$ cat config.mk
export PLATFORM = sky130hd
export DESIGN_NAME = fs_rate_detect
export DESIGN_NICKNAME = d
export VERILOG_FILES = /design/src/rtl/fsd_pkg.sv /design/src/rtl/fsd_sync.sv /design/src/rtl/fsd_period.sv /design/src/rtl/fsd_window.sv /design/src/rtl/fsd_confirm.sv /design/src/rtl/fs_rate_detect.sv
export SDC_FILE = /design/constraint.sdc
export NUM_CORES = 1
export LEC_CHECK = 0
export BUFFER_PORTS_ARGS = -buffer_cell sky130_fd_sc_hd__buf_2
export CAP_MARGIN = 15
export CORE_MARGIN = 10
export CORE_UTILIZATION = 55
export CTS_BUF_LIST = sky130_fd_sc_hd__clkbuf_16
export DETAILED_ROUTE_END_ITERATION = 8
export GPL_TIMING_DRIVEN = 0
export MAX_ROUTING_LAYER = met4
export PLACE_DENSITY = 0.75
export SLEW_MARGIN = 20
export SYNTH_ARGS = -nofsm -noshare
export SYNTH_HDL_FRONTEND = slang
export SYNTH_SLANG_ARGS = --single-unit
$ cat constraint.sdc
create_clock -name clk_meas -period 2.1 [get_ports clk_meas]
set_input_delay 0.21 -clock clk_meas [delete_from_list [all_inputs] [get_ports clk_meas]]
set_output_delay 0.21 -clock clk_meas [all_outputs]
set_load 0.05 [all_outputs]
$ cat src/rtl/fsd_pkg.sv
package fsd_pkg;

    typedef enum logic [2:0] {
        CL_32   = 3'd0,
        CL_441  = 3'd1,
        CL_48   = 3'd2,
        CL_882  = 3'd3,
        CL_96   = 3'd4,
        CL_1764 = 3'd5,
        CL_192  = 3'd6,
        CL_OTHER = 3'd7
    } rate_cls_e;

    localparam int NUM_CLS = 7;

    // Sampling rate in Hz for each class index 0..6
    function automatic int cls_rate_hz(input int idx);
        case (idx)
            0: return 32000;
            1: return 44100;
            2: return 48000;
            3: return 88200;
            4: return 96000;
            5: return 176400;
            default: return 192000;
        endcase
    endfunction

    // Rounded reference cycles per sample period
    function automatic int nominal_cnt(input int ref_hz, input int idx);
        int r;
        r = cls_rate_hz(idx);
        return (ref_hz + r / 2) / r;
    endfunction

    function automatic int window_tol(input int ref_hz, input int idx, input int pct);
        int t;
        t = (nominal_cnt(ref_hz, idx) * pct) / 100;
        return (t < 1) ? 1 : t;
    endfunction

endpackage

$ cat src/rtl/fsd_sync.sv
module fsd_sync (
    input  logic clk,
    input  logic rst_n,
    input  logic async_in,
    output logic rise
);
    typedef struct packed {
        logic meta;
        logic sync;
        logic prev;
    } sync_st_t;

    sync_st_t st_d, st_q;

    always_comb begin
        st_d      = st_q;
        st_d.meta = async_in;
        st_d.sync = st_q.meta;
        st_d.prev = st_q.sync;
    end

    always_ff @(posedge clk) begin
        if (!rst_n) st_q <= '0;
        else        st_q <= st_d;
    end

    assign rise = st_q.sync & ~st_q.prev;

endmodule

$ cat src/rtl/fsd_period.sv
module fsd_period #(
    parameter int OVF_CYC = 512,
    localparam int CW = $clog2(OVF_CYC + 1)
) (
    input  logic          clk,
    input  logic          rst_n,
    input  logic          rise,
    output logic          meas_vld,
    output logic          meas_ovf,
    output logic [CW-1:0] meas_cnt
);
    localparam logic [CW-1:0] LIMIT = CW'(OVF_CYC);

    typedef struct packed {
        logic [CW-1:0] cnt;
        logic          armed;
        logic          vld;
        logic          ovf;
        logic [CW-1:0] mcnt;
    } per_st_t;

    per_st_t st_d, st_q;

    always_comb begin
        st_d     = st_q;
        st_d.vld = 1'b0;
        st_d.ovf = 1'b0;
        if (rise) begin
            // an edge closes a period only when the previous edge was seen
            st_d.vld   = st_q.armed;
            st_d.mcnt  = st_q.cnt;
            st_d.armed = 1'b1;
            st_d.cnt   = CW'(1);
        end else if (st_q.cnt == LIMIT) begin
            st_d.vld   = 1'b1;
            st_d.ovf   = 1'b1;
            st_d.mcnt  = st_q.cnt;
            st_d.armed = 1'b0;
            st_d.cnt   = CW'(1);
        end else begin
            st_d.cnt = st_q.cnt + CW'(1);
        end
    end

    always_ff @(posedge clk) begin
        if (!rst_n) begin
            st_q     <= '0;
            st_q.cnt <= CW'(1);
        end else begin
            st_q <= st_d;
        end
    end

    assign meas_vld = st_q.vld;
    assign meas_ovf = st_q.ovf;
    assign meas_cnt = st_q.mcnt;

    // counter never runs past the stall limit
    a_r9_cnt_bound: assert property (@(posedge clk) disable iff (!rst_n)
        st_q.cnt <= LIMIT);
    // a stall measurement follows a cycle without an edge
    a_r9_ovf_no_edge: assert property (@(posedge clk) disable iff (!rst_n)
        (meas_vld && meas_ovf) |-> !$past(rise));

endmodule

$ cat src/rtl/fsd_window.sv
module fsd_window
    import fsd_pkg::*;
#(
    parameter int REF_HZ  = 12288000,
    parameter int TOL_PCT = 2,
    parameter int CW      = 10
) (
    input  logic [CW-1:0] cnt,
    input  logic          ovf,
    output rate_cls_e     cls
);
    logic [NUM_CLS-1:0] hit;

    for (genvar i = 0; i < NUM_CLS; i++) begin : g_win
        localparam int NOM = nominal_cnt(REF_HZ, i);
        localparam int TOL = window_tol(REF_HZ, i, TOL_PCT);
        localparam int LO  = NOM - TOL;
        localparam int HI  = NOM + TOL;
        assign hit[i] = (32'(cnt) >= LO) && (32'(cnt) <= HI);
    end

    always_comb begin
        cls = CL_OTHER;
        if (!ovf) begin
            for (int k = NUM_CLS - 1; k >= 0; k--) begin
                if (hit[k]) cls = rate_cls_e'(3'(k));
            end
        end
    end

    // windows are disjoint, so at most one can match
    always_comb begin
        a_r7_one_window: assert ($onehot0(hit));
    end

endmodule

$ cat src/rtl/fsd_confirm.sv
module fsd_confirm
    import fsd_pkg::*;
#(
    parameter int CONFIRM_N = 4,
    localparam int RW = $clog2(CONFIRM_N + 1)
) (
    input  logic      clk,
    input  logic      rst_n,
    input  logic      meas_vld,
    input  rate_cls_e meas_cls,
    output rate_cls_e held_cls
);
    localparam logic [RW-1:0] RUN_MAX = RW'(CONFIRM_N);

    typedef struct packed {
        rate_cls_e     cand;
        logic [RW-1:0] run;
        rate_cls_e     held;
    } cf_st_t;

    cf_st_t st_d, st_q;

    always_comb begin
        st_d = st_q;
        if (meas_vld) begin
            if (meas_cls == st_q.cand) begin
                if (st_q.run != RUN_MAX) st_d.run = st_q.run + RW'(1);
            end else begin
                st_d.cand = meas_cls;
                st_d.run  = RW'(1);
            end
            if (st_d.run == RUN_MAX) st_d.held = st_d.cand;
        end
    end

    always_ff @(posedge clk) begin
        if (!rst_n) begin
            st_q.cand <= CL_OTHER;
            st_q.run  <= '0;
            st_q.held <= CL_OTHER;
        end else begin
            st_q <= st_d;
        end
    end

    assign held_cls = st_q.held;

    // the held class moves only on a measurement
    a_r8_move_on_meas: assert property (@(posedge clk) disable iff (!rst_n)
        !$stable(st_q.held) |-> $past(meas_vld));
    // the held class moves only to a fully confirmed candidate
    a_r8_move_confirmed: assert property (@(posedge clk) disable iff (!rst_n)
        !$stable(st_q.held) |-> (st_q.run == RUN_MAX && st_q.held == st_q.cand));

endmodule

$ cat src/rtl/fs_rate_detect.sv
module fs_rate_detect
    import fsd_pkg::*;
#(
    parameter int REF_HZ    = 12288000,
    parameter int TOL_PCT   = 2,
    parameter int OVF_CYC   = 512,
    parameter int CONFIRM_N = 4
) (
    input  logic       clk_meas,
    input  logic       rst_n,
    input  logic       smp_clk,
    output logic [1:0] rate_code,
    output logic       dbl_rate,
    output logic       quad_rate
);
    localparam int CW = $clog2(OVF_CYC + 1);

    logic          rise;
    logic          meas_vld;
    logic          meas_ovf;
    logic [CW-1:0] meas_cnt;
    rate_cls_e     meas_cls;
    rate_cls_e     held_cls;

    fsd_sync u_sync (
        .clk      (clk_meas),
        .rst_n    (rst_n),
        .async_in (smp_clk),
        .rise     (rise)
    );

    fsd_period #(.OVF_CYC(OVF_CYC)) u_period (
        .clk      (clk_meas),
        .rst_n    (rst_n),
        .rise     (rise),
        .meas_vld (meas_vld),
        .meas_ovf (meas_ovf),
        .meas_cnt (meas_cnt)
    );

    fsd_window #(.REF_HZ(REF_HZ), .TOL_PCT(TOL_PCT), .CW(CW)) u_window (
        .cnt (meas_cnt),
        .ovf (meas_ovf),
        .cls (meas_cls)
    );

    fsd_confirm #(.CONFIRM_N(CONFIRM_N)) u_confirm (
        .clk      (clk_meas),
        .rst_n    (rst_n),
        .meas_vld (meas_vld),
        .meas_cls (meas_cls),
        .held_cls (held_cls)
    );

    typedef struct packed {
        logic [1:0] code;
        logic       dbl;
        logic       quad;
    } out_st_t;

    out_st_t out_d, out_q;

    always_comb begin
        out_d = '{code: 2'b01, dbl: 1'b0, quad: 1'b0};
        case (held_cls)
            CL_32:           out_d.code = 2'b11;
            CL_441:          out_d.code = 2'b00;
            CL_48:           out_d.code = 2'b10;
            CL_882, CL_96:   out_d.dbl  = 1'b1;
            CL_1764, CL_192: out_d.quad = 1'b1;
            default:         out_d.code = 2'b01;
        endcase
    end

    always_ff @(posedge clk_meas) begin
        if (!rst_n) out_q <= '{code: 2'b01, dbl: 1'b0, quad: 1'b0};
        else        out_q <= out_d;
    end

    assign rate_code = out_q.code;
    assign dbl_rate  = out_q.dbl;
    assign quad_rate = out_q.quad;

    // the family flags exclude each other
    a_r10_flags_excl: assert property (@(posedge clk_meas) disable iff (!rst_n)
        !(dbl_rate && quad_rate));
    // a family flag only appears alongside the "other" base code
    a_r10_flag_code: assert property (@(posedge clk_meas) disable iff (!rst_n)
        (dbl_rate || quad_rate) |-> rate_code == 2'b01);
    // the ports follow the held class one cycle later
    a_r8_port_lag: assert property (@(posedge clk_meas) disable iff (!rst_n)
        !$stable(rate_code) |-> !$stable($past(held_cls)) || $past(held_cls) != held_cls
            || $past(!$stable(held_cls)));

endmodule

* Yosys cells after proc, flatten, opt, wreduce, memory -nomap -nowiden *
Index checks and enable logic that the tools add are counted.

word-level totals
  register bits = 39
  latch bits = 0
  RAM bits = 0
  memory bits (read-only) = 0
  word-level logic and storage cells = 75
  memories = 0

operators by class
  add/sub/neg operators = 2
  $mul = 0
  divide/modulo/power cells = 0
  $lt $le $gt $ge = 14
  equality and inequality tests = 10
  shift operators = 0
  multiplexer cells = 18
  bitwise gates (word level) = 3
  reductions and logical operators = 14

operators by type and width
  kind                                                                 number
  <= comparator 10 x 9 -> 1 bit (second input constant)                3
  two-way mux 3 bit                                                    9
  greater-or-equal comparator 10 x 7 -> 1 bit (second input constant)  2
  greater-or-equal comparator 10 x 8 -> 1 bit (second input constant)  2
  greater-or-equal comparator 10 x 9 -> 1 bit (second input constant)  2
  <= comparator 10 x 7 -> 1 bit (second input constant)                2
  <= comparator 10 x 8 -> 1 bit (second input constant)                2
  two-way mux 13 bit                                                   1
  == test 3 bit (second input constant)                                4
  adder 10 x 1 -> 10 bit (second input constant)                       1
  == test 10 bit (second input constant)                               1
  greater-or-equal comparator 10 x 6 -> 1 bit (second input constant)  1
  two-way mux 10 bit                                                   1
  logical AND 1 bit                                                    7
  == test 3 x 2 -> 1 bit (second input constant)                       2
  two-way mux 2 bit                                                    3
  case mux 2 bit (3 select lines)                                      1
  OR reduction 2 bit                                                   3
  adder 3 x 1 -> 3 bit (second input constant)                         1
  == test 3 x 1 -> 1 bit (second input constant)                       1
  == test 3 bit                                                        1
  logical NOT 3 bit                                                    1
  two-way mux 1 bit                                                    3
  != test 3 bit (second input constant)                                1
  other kinds (5)                                                      6

* Logic depth before layout (Yosys ltp) *
Gate-level depths: netlist of the first run.

  word-level depth = 15
  depth in mapped cells = 9

* Modules after synthesis *
From an unflattened synthesis of the first run, not the netlist that was laid out.

unflattened totals
  cell total of the unflattened synthesis = 227
  area, all modules = 2090.8 µm²

by module, submodules not included
  module          times used  cells an instance  area each (µm²)
  fsd_period      1           114                1089.8
  fsd_confirm     1           59                 536.8
  fsd_window      1           36                 237.7
  fs_rate_detect  1           11                 133.9
  fsd_sync        1           7                  92.6

* Least setup slack after synthesis of the first run *
No wires, ideal clock.

  path type = reg-to-reg
  from = register, netlist name u_period.meas_cnt[8]
  to = register u_confirm.st_q, in the netlist u_confirm.held_cls[2]
  setup time = 121 ps
  data arrival time = 2152 ps
  required time = 1979 ps
  path slack = -173 ps
  cell stages (with the launch flop) = 8
  clock period less this slack = 2273 ps
  path through = dfxtp_1 > nor3b_2 > and3_1 > a32o_1 > or4b_4 > o221a_1 > nand4b_2 > mux2_4

between the ends
  word-level cells in the longest chain between the ends = 15

RTL lines
  what                                                                                                 line               source
  greater-or-equal comparator 10 x 6 -> 1 bit / <= comparator 10 x 7 -> 1 bit (equally long branches)  fsd_window.sv:19   assign hit[i] = (32'(cnt) >= LO) && (32'(cnt) <= HI);
  logical AND 1 bit                                                                                    fsd_window.sv:19
  two-way mux 1 bit                                                                                    fsd_window.sv:26   if (hit[k]) cls = rate_cls_e'(3'(k));
  two-way mux 2 bit (2 in a row)                                                                       fsd_window.sv:26
  two-way mux 3 bit (3 in a row)                                                                       fsd_window.sv:26
  two-way mux 3 bit (*)                                                                                fsd_window.sv:26
  two-way mux 3 bit (*)                                                                                fsd_window.sv:24   if (!ovf) begin
  == test 3 bit                                                                                        fsd_confirm.sv:26  if (meas_cls == st_q.cand) begin
  two-way mux 3 bit                                                                                    fsd_confirm.sv:26
  two-way mux 3 bit                                                                                    fsd_confirm.sv:25  if (meas_vld) begin
  == test 3 bit                                                                                        fsd_confirm.sv:32  if (st_d.run == RUN_MAX) st_d.held = st_d.cand;
  AND reduction 2 bit (no line)                                                                        -
  end signal, assigned                                                                                 fsd_confirm.sv:42  st_q <= st_d;
  end, declared                                                                                        fsd_confirm.sv:21  cf_st_t st_d, st_q;

Mark *: on every way between the ends. The rest lies on a longest branch, timed or not. The select of a mux whose other input is x is not followed.
A chain may end at the register's enable or synchronous reset.

* Worst setup path in the final report of the first run *
  from = register, netlist name u_period.meas_cnt[1]
  to = register u_confirm.st_q, in the netlist u_confirm.held_cls[2]

between the ends
  word-level cells in the longest chain between the ends = 15

RTL lines
  what                                                                                                 line
  greater-or-equal comparator 10 x 6 -> 1 bit / <= comparator 10 x 7 -> 1 bit (equally long branches)  fsd_window.sv:19
  logical AND 1 bit                                                                                    fsd_window.sv:19
  two-way mux 1 bit                                                                                    fsd_window.sv:26
  two-way mux 2 bit (2 in a row)                                                                       fsd_window.sv:26
  two-way mux 3 bit (3 in a row)                                                                       fsd_window.sv:26
  two-way mux 3 bit (*)                                                                                fsd_window.sv:26
  two-way mux 3 bit (*)                                                                                fsd_window.sv:24
  == test 3 bit                                                                                        fsd_confirm.sv:26
  two-way mux 3 bit                                                                                    fsd_confirm.sv:26
  two-way mux 3 bit                                                                                    fsd_confirm.sv:25
  == test 3 bit                                                                                        fsd_confirm.sv:32
  AND reduction 2 bit (no line)                                                                        -

Marks and branches as above.

==> results.md, run 1 <==
- Status: finished, violations left
- Violated checks: negative setup slack
- Placer Congestion: 0.884
- Hold crit path type: in2reg
- Flops & latches, synth: 39
- Setup TNS: -1360 ps
- Util after Layout: 72.9%
- Hold Startpoint: smp_clk
- Final setup vio count: 6
- Hold slack: 131 ps
- R2r setup slk: -260 ps
- WP data required: 2270 ps
- Cells along the critical path: buf_4, nor3_4, nand4bb_1, o211ai_1, or4b_4, a32oi_4, nand4b_4, mux2_4
- Pre-antenna DRT Iters: 4
- Cell Int Power: 1.46 mW
- # H-tree levels: 2
- R2R cell count: 8
- Root Driver: clkbuf_16
- Post-synthesis sequential area ratio: 39.9%
- Primary FF master, synth: dfxtp_1
- Die area: 6340 um^2
- Clock Skews: 5.07 ps
- CP endpoint kind: register
- Num rows: 21
- Die width: 79.6 um
- Core area: 3390 um^2
- HPWL Detailed: 2890 um
- Critical path class: reg2reg
- # clock sinks: 39
- CP max-delay cell: or4b_4
- Layout overhead on the synthesized area: 26.3%
- DRC Markers: 0
- Critical-path maximum fanout: 4
- Net Sw Frac: 19.4%
- WP data arrival: 2540 ps
- Pin count of the biggest net entering global routing: 13
- Final WS setup: -262 ps
- EDFF count, synth: 0
- PwrDens: 732 nW/um^2
- Clock network fraction of total power: 53.6%
- Delay of the slowest critical-path stage: 550 ps
- Relative slew slack: 65.5%
- Initial Util: 57.7%
- Initial antenna violation count: 0
- Worst Hold End: u_sync.st_d[1]$_SDFF_PN0_
- Final Critical Period: 2360 ps
- # fillers: 242
- Die Y-Extent: 79.6 um
- Total Wirelength: 4680 um
- Vias per cell: 5.67
- LEAKAGE: 0.986 nW
- I/O Buffers: 5
- Fin cells: 310
- First-pass GRT wire length: 7450 um
- Yosys warns: 0
- Total grt overflow: 0
- Share of cells above drive strength 1: 23.5%
- Worst slew pin tran: 514 ps
- RSZ-0062 raised after global routing: true
- Worst reg2reg path startpoint: u_period.meas_cnt[1]$_SDFFE_PN0P_
- Gr usage total: 15.2%
- CTS Hold Bufs: 0
- Share of power burned in registers: 42.4%
- Syn Std Cell Area: 1960 um^2
- WL/cell: 15.1 um
- Syn Nets: 246
- CP Launch Type: register
- Netlist cell types: 49
- Detail Route Antenna Nets: 0
- Sw power: 0.351 mW
- Vias in the first global route: 1677
- Clk_lat worst skew: 280 ps
- Routed vias: 1757
- Mean area per synthesized cell: 8.18 um^2
- Async set-reset flop share out of synthesis: 0%
- I/O Pins: 7
- Hold depth: 2
- Clock-pin slew on the worst setup and hold paths: 60 ps
- CTS tree: built
- End of the worst register-to-register path: u_confirm.held_cls[2]$_SDFFE_PN1P_
- Final hold vios: 0
- Placed insts: 290
- CTS Buffer Depth: 2
- Total power: 1.81 mW
- F_max: 0.423 GHz
- Peak VDD IR: 0.628 mV
- Nets: 270
- Antenna Cells: 0
- Syn Inst Count: 239
- Most frequent cells in the layout: 30 x nor2_1, 30 x dfxtp_1, 26 x nand2_1
- Final period util: 112%
- Drt initial violations: 134
- Gate power share: 4.1%
- Slew Viols, Final: 0
- TritonCTS Buffers: 5
- Max-Cap Viols: 0
## repair_timing
action                     in CTS  in global routing
setup endpoints to repair       9                 15
resized for setup              23                 15
setup buffers                   5                  7
pin swaps                       9                  6
## sequential cells by signal (all words and copies together), names as in the netlist
register / flops
u_period.meas_ovf: 1
u_sync.st_d: 2
u_confirm.st_q: 6
u_period.meas_cnt: 10
u_period.meas_vld: 1
u_sync.st_q: 1
quad_rate: 1
dbl_rate: 1
rate_code: 2
u_confirm.held_cls: 3
u_period.st_q: 11
## worst max-delay path by stage
stage / startpoint / end / slack (ps) / cells after the start
2_1_floorplan: u_period.meas_cnt[7]$_SDFFE_PN0P_ / u_confirm.held_cls[2]$_SDFFE_PN1P_ / -140 / 7
3_3_place_gp: u_period.meas_cnt[0]$_SDFFE_PN0P_ / u_confirm.held_cls[2]$_SDFFE_PN1P_ / -390 / 7
4_1_cts: u_period.meas_cnt[8]$_SDFFE_PN0P_ / u_confirm.held_cls[2]$_SDFFE_PN1P_ / -220 / 7
3_5_place_dp: u_period.meas_cnt[0]$_SDFFE_PN0P_ / u_confirm.held_cls[2]$_SDFFE_PN1P_ / -450 / 7
5_1_grt: u_period.meas_cnt[1]$_SDFFE_PN0P_ / u_confirm.held_cls[2]$_SDFFE_PN1P_ / -300 / 8
6_report: u_period.meas_cnt[1]$_SDFFE_PN0P_ / u_confirm.held_cls[2]$_SDFFE_PN1P_ / -260 / 8
## logic make-up after synthesis
kind of cell,count (synthesis),synth area share [%]
and+or+nand+nor,116,30.4
adders and majority gates,4,2.56
AOI/OAI and AO/OA,45,15.8
DFF,39,39.9
muxes,5,2.88
buffers and inverters,21,4.41
xor gates and xnor gates,9,4.03
## area by class of cell
type | instances | area [um^2] | share of cell area [%]
repair buffers | 17 | 115 | 4.66
plain buffers | 11 | 72.6 | 2.94
clock inverters | 3 | 63.8 | 2.58
well taps | 46 | 57.6 | 2.33
clock buffers | 5 | 125 | 5.07
multi-input cells | 179 | 1200 | 48.6
inverters | 10 | 37.5 | 1.52
flip-flops and latches | 39 | 797 | 32.3
## routing by layer
metal	GRT usage, %	part of all wire, %
met1	16.6	45
met2	24.1	49
met3	4.28	4.0
met4	8.78	2.5
met5	-	0
## worst max-delay path: cells and delay by family (launching register included)
family / cells / cell delay, ps
buffers and inverters: 1 / 130
muxes: 1 / 330
and+or+nand+nor: 4 / 1110
DFF: 1 / 320
AOI/OAI and AO/OA: 2 / 370
## stage by stage
step	cell area [um^2]	setup slack (ps)
2_1_floorplan	1980	-138
3_3_place_gp	2060	-391
3_5_place_dp	2060	-453
4_1_cts	2370	-225
5_1_grt	2470	-303
6_report	2470	-262
## power by group through the flow
stage	Combinational, mW	Clock, mW	Sequential [mW]
2_1_floorplan	0.0482	0	0.779
3_3_place_gp	0.0613	0	0.783
3_5_place_dp	0.0626	0	0.783
4_1_cts	0.0658	0.976	0.766
5_1_grt	0.0828	1.00	0.769
6_report	0.0735	0.969	0.766
## Yosys cell counts, drive strengths merged (2+ instances only)
master	number	share of area (%)
dfxtp	39	40
o211ai	2	0.77
a2111oi	2	0.90
nand2b	4	1.3
clkbuf	8	1.6
nor3b	3	1.4
and3	11	3.5
a31oi	3	0.96
nor2b	5	1.6
mux2	2	1.3
xnor2	3	1.3
o21ai	6	1.5
or3b	2	0.90
o211a	2	1.0
nand3	16	4.1
nand2	27	5.2
nor2	30	5.8
buf	3	0.90
a21boi	4	1.5
nor3	6	1.5
a21oi	15	3.8
and2	4	1.3
ha	4	2.6
xor2	6	2.7
nor4	2	0.64
mux2i	3	1.5
inv	10	1.9
No activity file was read; power rests on OpenSTA's default activity.
==> run 2, diff against run 1 <==
--- a/config.mk
+++ b/config.mk
@@ -9,4 +9,6 @@
 export CAP_MARGIN = 15
+export CELL_PAD_IN_SITES_DETAIL_PLACEMENT = 0
+export CELL_PAD_IN_SITES_GLOBAL_PLACEMENT = 1
 export CORE_MARGIN = 10
-export CORE_UTILIZATION = 55
+export CORE_UTILIZATION = 41
 export CTS_BUF_LIST = sky130_fd_sc_hd__clkbuf_16
@@ -15,3 +17,3 @@
 export MAX_ROUTING_LAYER = met4
-export PLACE_DENSITY = 0.75
+export PLACE_DENSITY_LB_ADDON = 0.1
 export SLEW_MARGIN = 20
==> constraint.sdc (replaced) <==
create_clock -name clk_meas -period 2.1 [get_ports clk_meas]
set_input_delay 0.42 -clock clk_meas [delete_from_list [all_inputs] [get_ports clk_meas]]
set_output_delay 0.42 -clock clk_meas [all_outputs]
set_load 0.05 [all_outputs]
==> run 2 against run 1 <==
Worst hold slack better by 210 ps. Register-to-register slack gained 60 ps. Final area decreased by 2.9%. Total power decreased by 13%. Count of clock-buffer cells in the layout is the same. Critical endpoint unchanged. Highest routed layer unchanged. Global-route usage is 3.2 points lower. Largest power group is now sequential cells. Routed wire length decreased by 7.9%. Die area grew 25%. Largest cell class unchanged. Critical path depth stayed put. The run still ends with negative setup slack left.
==> results.md, run 2 (synthesis results as in run 1) <==
- Die area: 7930 um^2 (+25%)
- Die width: 89.1 um (+12%)
- Final period util: 109% (-3.0 points)
- Die Y-Extent: 89.1 um (+12%)
- Core area: 4660 um^2 (+38%)
- DRC Markers: 0 (unchanged)
- # clock sinks: 39 (unchanged)
- CP Launch Type: register
- F_max: 0.435 GHz (+2.8%)
- Worst slew pin tran: 487 ps (-26.7 ps)
- HPWL Detailed: 3090 um (+6.7%)
- Delay of the slowest critical-path stage: 560 ps (about the same)
- Root Driver: clkbuf_16
- WP data required: 2270 ps (about the same)
- Final WS setup: -198 ps (+63.7 ps)
- Gr usage total: 11.9% (-3.2 points)
- Total grt overflow: 0 (unchanged)
- Largest Register: u_period.st_q
- First-pass GRT wire length: 7290 um (-2.1%)
- Nets: 267 (-1.1%)
- # fillers: 452 (+87%)
- Fin cells: 315 (+1.6%)
- CTS Buffer Depth: 2 (unchanged)
- LEAKAGE: 0.945 nW (-4.2%)
- Top Layer Used: met4
- Most frequent cells in the layout: 31 x dfxtp_1, 30 x nor2_1, 26 x nand2_1
- Critical-path maximum fanout: 8 (+4)
- Metal-1 WL: 2250 um (+7.3%)
- Routed wl met2: 1920 um (-16%)
- Placed insts: 298 (+2.8%)
- Clock Skews: 5.25 ps (+0.189 ps)
- Antenna Cells: 0 (unchanged)
- Critical path class: reg2reg
- Hold slack: 346 ps (+215 ps)
- I/O Buffers: 5 (unchanged)
- Drt initial violations: 43 (-68%)
- WP data arrival: 2470 ps (-70 ps)
- Clk_lat worst skew: 280 ps (about the same)
- Layout overhead on the synthesized area: 22.6%
- Max reg flops: 11 (unchanged)
- # H-tree levels: 2 (unchanged)
- WL/cell: 13.7 um (-9.4%)
- CP max-delay cell: or4b_4
- Critical path buffer and inverter count: 2 (+1)
- Met3 wire len: 77 um (-59%)
- Violated checks: negative setup slack
- Pre-antenna DRT Iters: 4 (unchanged)
- CP delay by family, top: simple AND/OR/NAND/NOR gates
- Share of cells above drive strength 1: 21.1% (-2.4 points)
- Detail Route Antenna Nets: 0 (unchanged)
- PwrDens: 660 nW/um^2 (-10%)
- CP endpoint kind: register
- Max-Cap Viols: 0 (unchanged)
- Initial Util: 42.0% (-16 points)
- Vias in the first global route: 1548 (-7.7%)
- Clock-pin slew on the worst setup and hold paths: 60 ps (about the same)
- Slew Viols, Final: 0 (unchanged)
- Vias per cell: 5.18 (-8.6%)
- I/O Pins: 7 (unchanged)
- Routed vias: 1631 (-7.2%)
- Commonest non-fill, non-tap cell in the layout: dfxtp_1
- Peak VDD IR: 0.422 mV (-33%)
- Num rows: 25 (+19%)
- Placer Congestion: 0.791 (-11%)
- Final hold vios: 0 (unchanged)
- Total Wirelength: 4310 um (-7.9%)
- Final setup vio count: 6 (unchanged)
- Pin count of the biggest net entering global routing: 15 (+2)
- TritonCTS Buffers: 5 (unchanged)
- CTS Hold Bufs: 0 (unchanged)
- Status: finished, violations left
- Cells along the critical path: buf_6, inv_1, and3_4, a32o_1, or4b_4, o221a_4, nand4b_4, mux2_4
- Initial antenna violation count: 0 (unchanged)
- Relative slew slack: 67.3% (+1.8 points)
- Hold crit path type: in2reg
- Final Critical Period: 2300 ps (-63.7 ps)
- CTS tree: built
- RSZ-0062 raised after global routing: true
- Total power: 1.58 mW (-13%)
-- run 2: cell types whose count changed in the layout (fill, tap and decap cells not counted), moves of 2 or more --
cell        previous run  this run
clkinvlp_4             0         2
bufinv_16              2         0
dfxtp_2                7         5
buf_4                 12         8
-- run 2: per-stage QoR --
stage | area, um^2 | setup slack, ps | setup TNS (ps) | util, %
floorplan | 1980 | -138 | -407 | -
global placement | 2070 | -425 | -2350 | 44.4
detailed placement | 2070 | -397 | -2460 | 44.4
CTS | 2340 | -243 | -1180 | 50.3
global route | 2400 | -266 | -1450 | 51.5
finish | 2400 | -198 | -954 | 51.5
-- run 2: final cells by class --
type | count | area, um^2 | area share (%)
Sequential cell | 39 | 798 | 33.3
Buffer | 11 | 72.6 | 3.03
Clock inverter | 3 | 23.8 | 0.991
Tap cell | 54 | 67.6 | 2.82
Multi-Input combinational cell | 179 | 1180 | 49.3
Clock buffer | 5 | 125 | 5.22
Inverter | 10 | 37.5 | 1.56
Timing Repair Buffer | 14 | 90.1 | 3.76
-- run 2: power by group --
part / internal [mW] / switching [mW] / leakage (nW)
clock network: 0.443 / 0.306 / 0.0664
logic: 0.0272 / 0.0406 / 0.558
registers: 0.750 / 0.0155 / 0.321
total: 1.22 / 0.362 / 0.945
-- run 2: worst paths after layout --
path / startpoint / end / slack, ps / depth (start not counted)
worst min register to register: u_sync.st_d[1]$_SDFF_PN0_ / u_sync.st_d[0]$_SDFF_PN0_ / 430 / 1
worst min-delay path: smp_clk / u_sync.st_d[1]$_SDFF_PN0_ / 350 / 2
worst max-delay path: u_period.meas_cnt[3]$_SDFFE_PN0P_ / u_confirm.held_cls[2]$_SDFFE_PN1P_ / -200 / 8
worst max register to register: u_period.meas_cnt[3]$_SDFFE_PN0P_ / u_confirm.held_cls[2]$_SDFFE_PN1P_ / -200 / 8
-- run 2: what timing repair did --
item / in CTS / in global routing
setup endpoints to repair: 14 / 14
buffers inserted: 7 / 1
cloned: 0 / 1
resized for setup: 22 / 12
endpoints found under the hold margin: 0 / 0
pin swaps: 10 / 2
-- run 2: routing by layer --
metal  vias to the layer above  track usage [%]
met2                        16             17.2
met1                       736             15.6
met3                         5             2.73
met4                         0             5.06
met5                         -                -
li1                        874                -
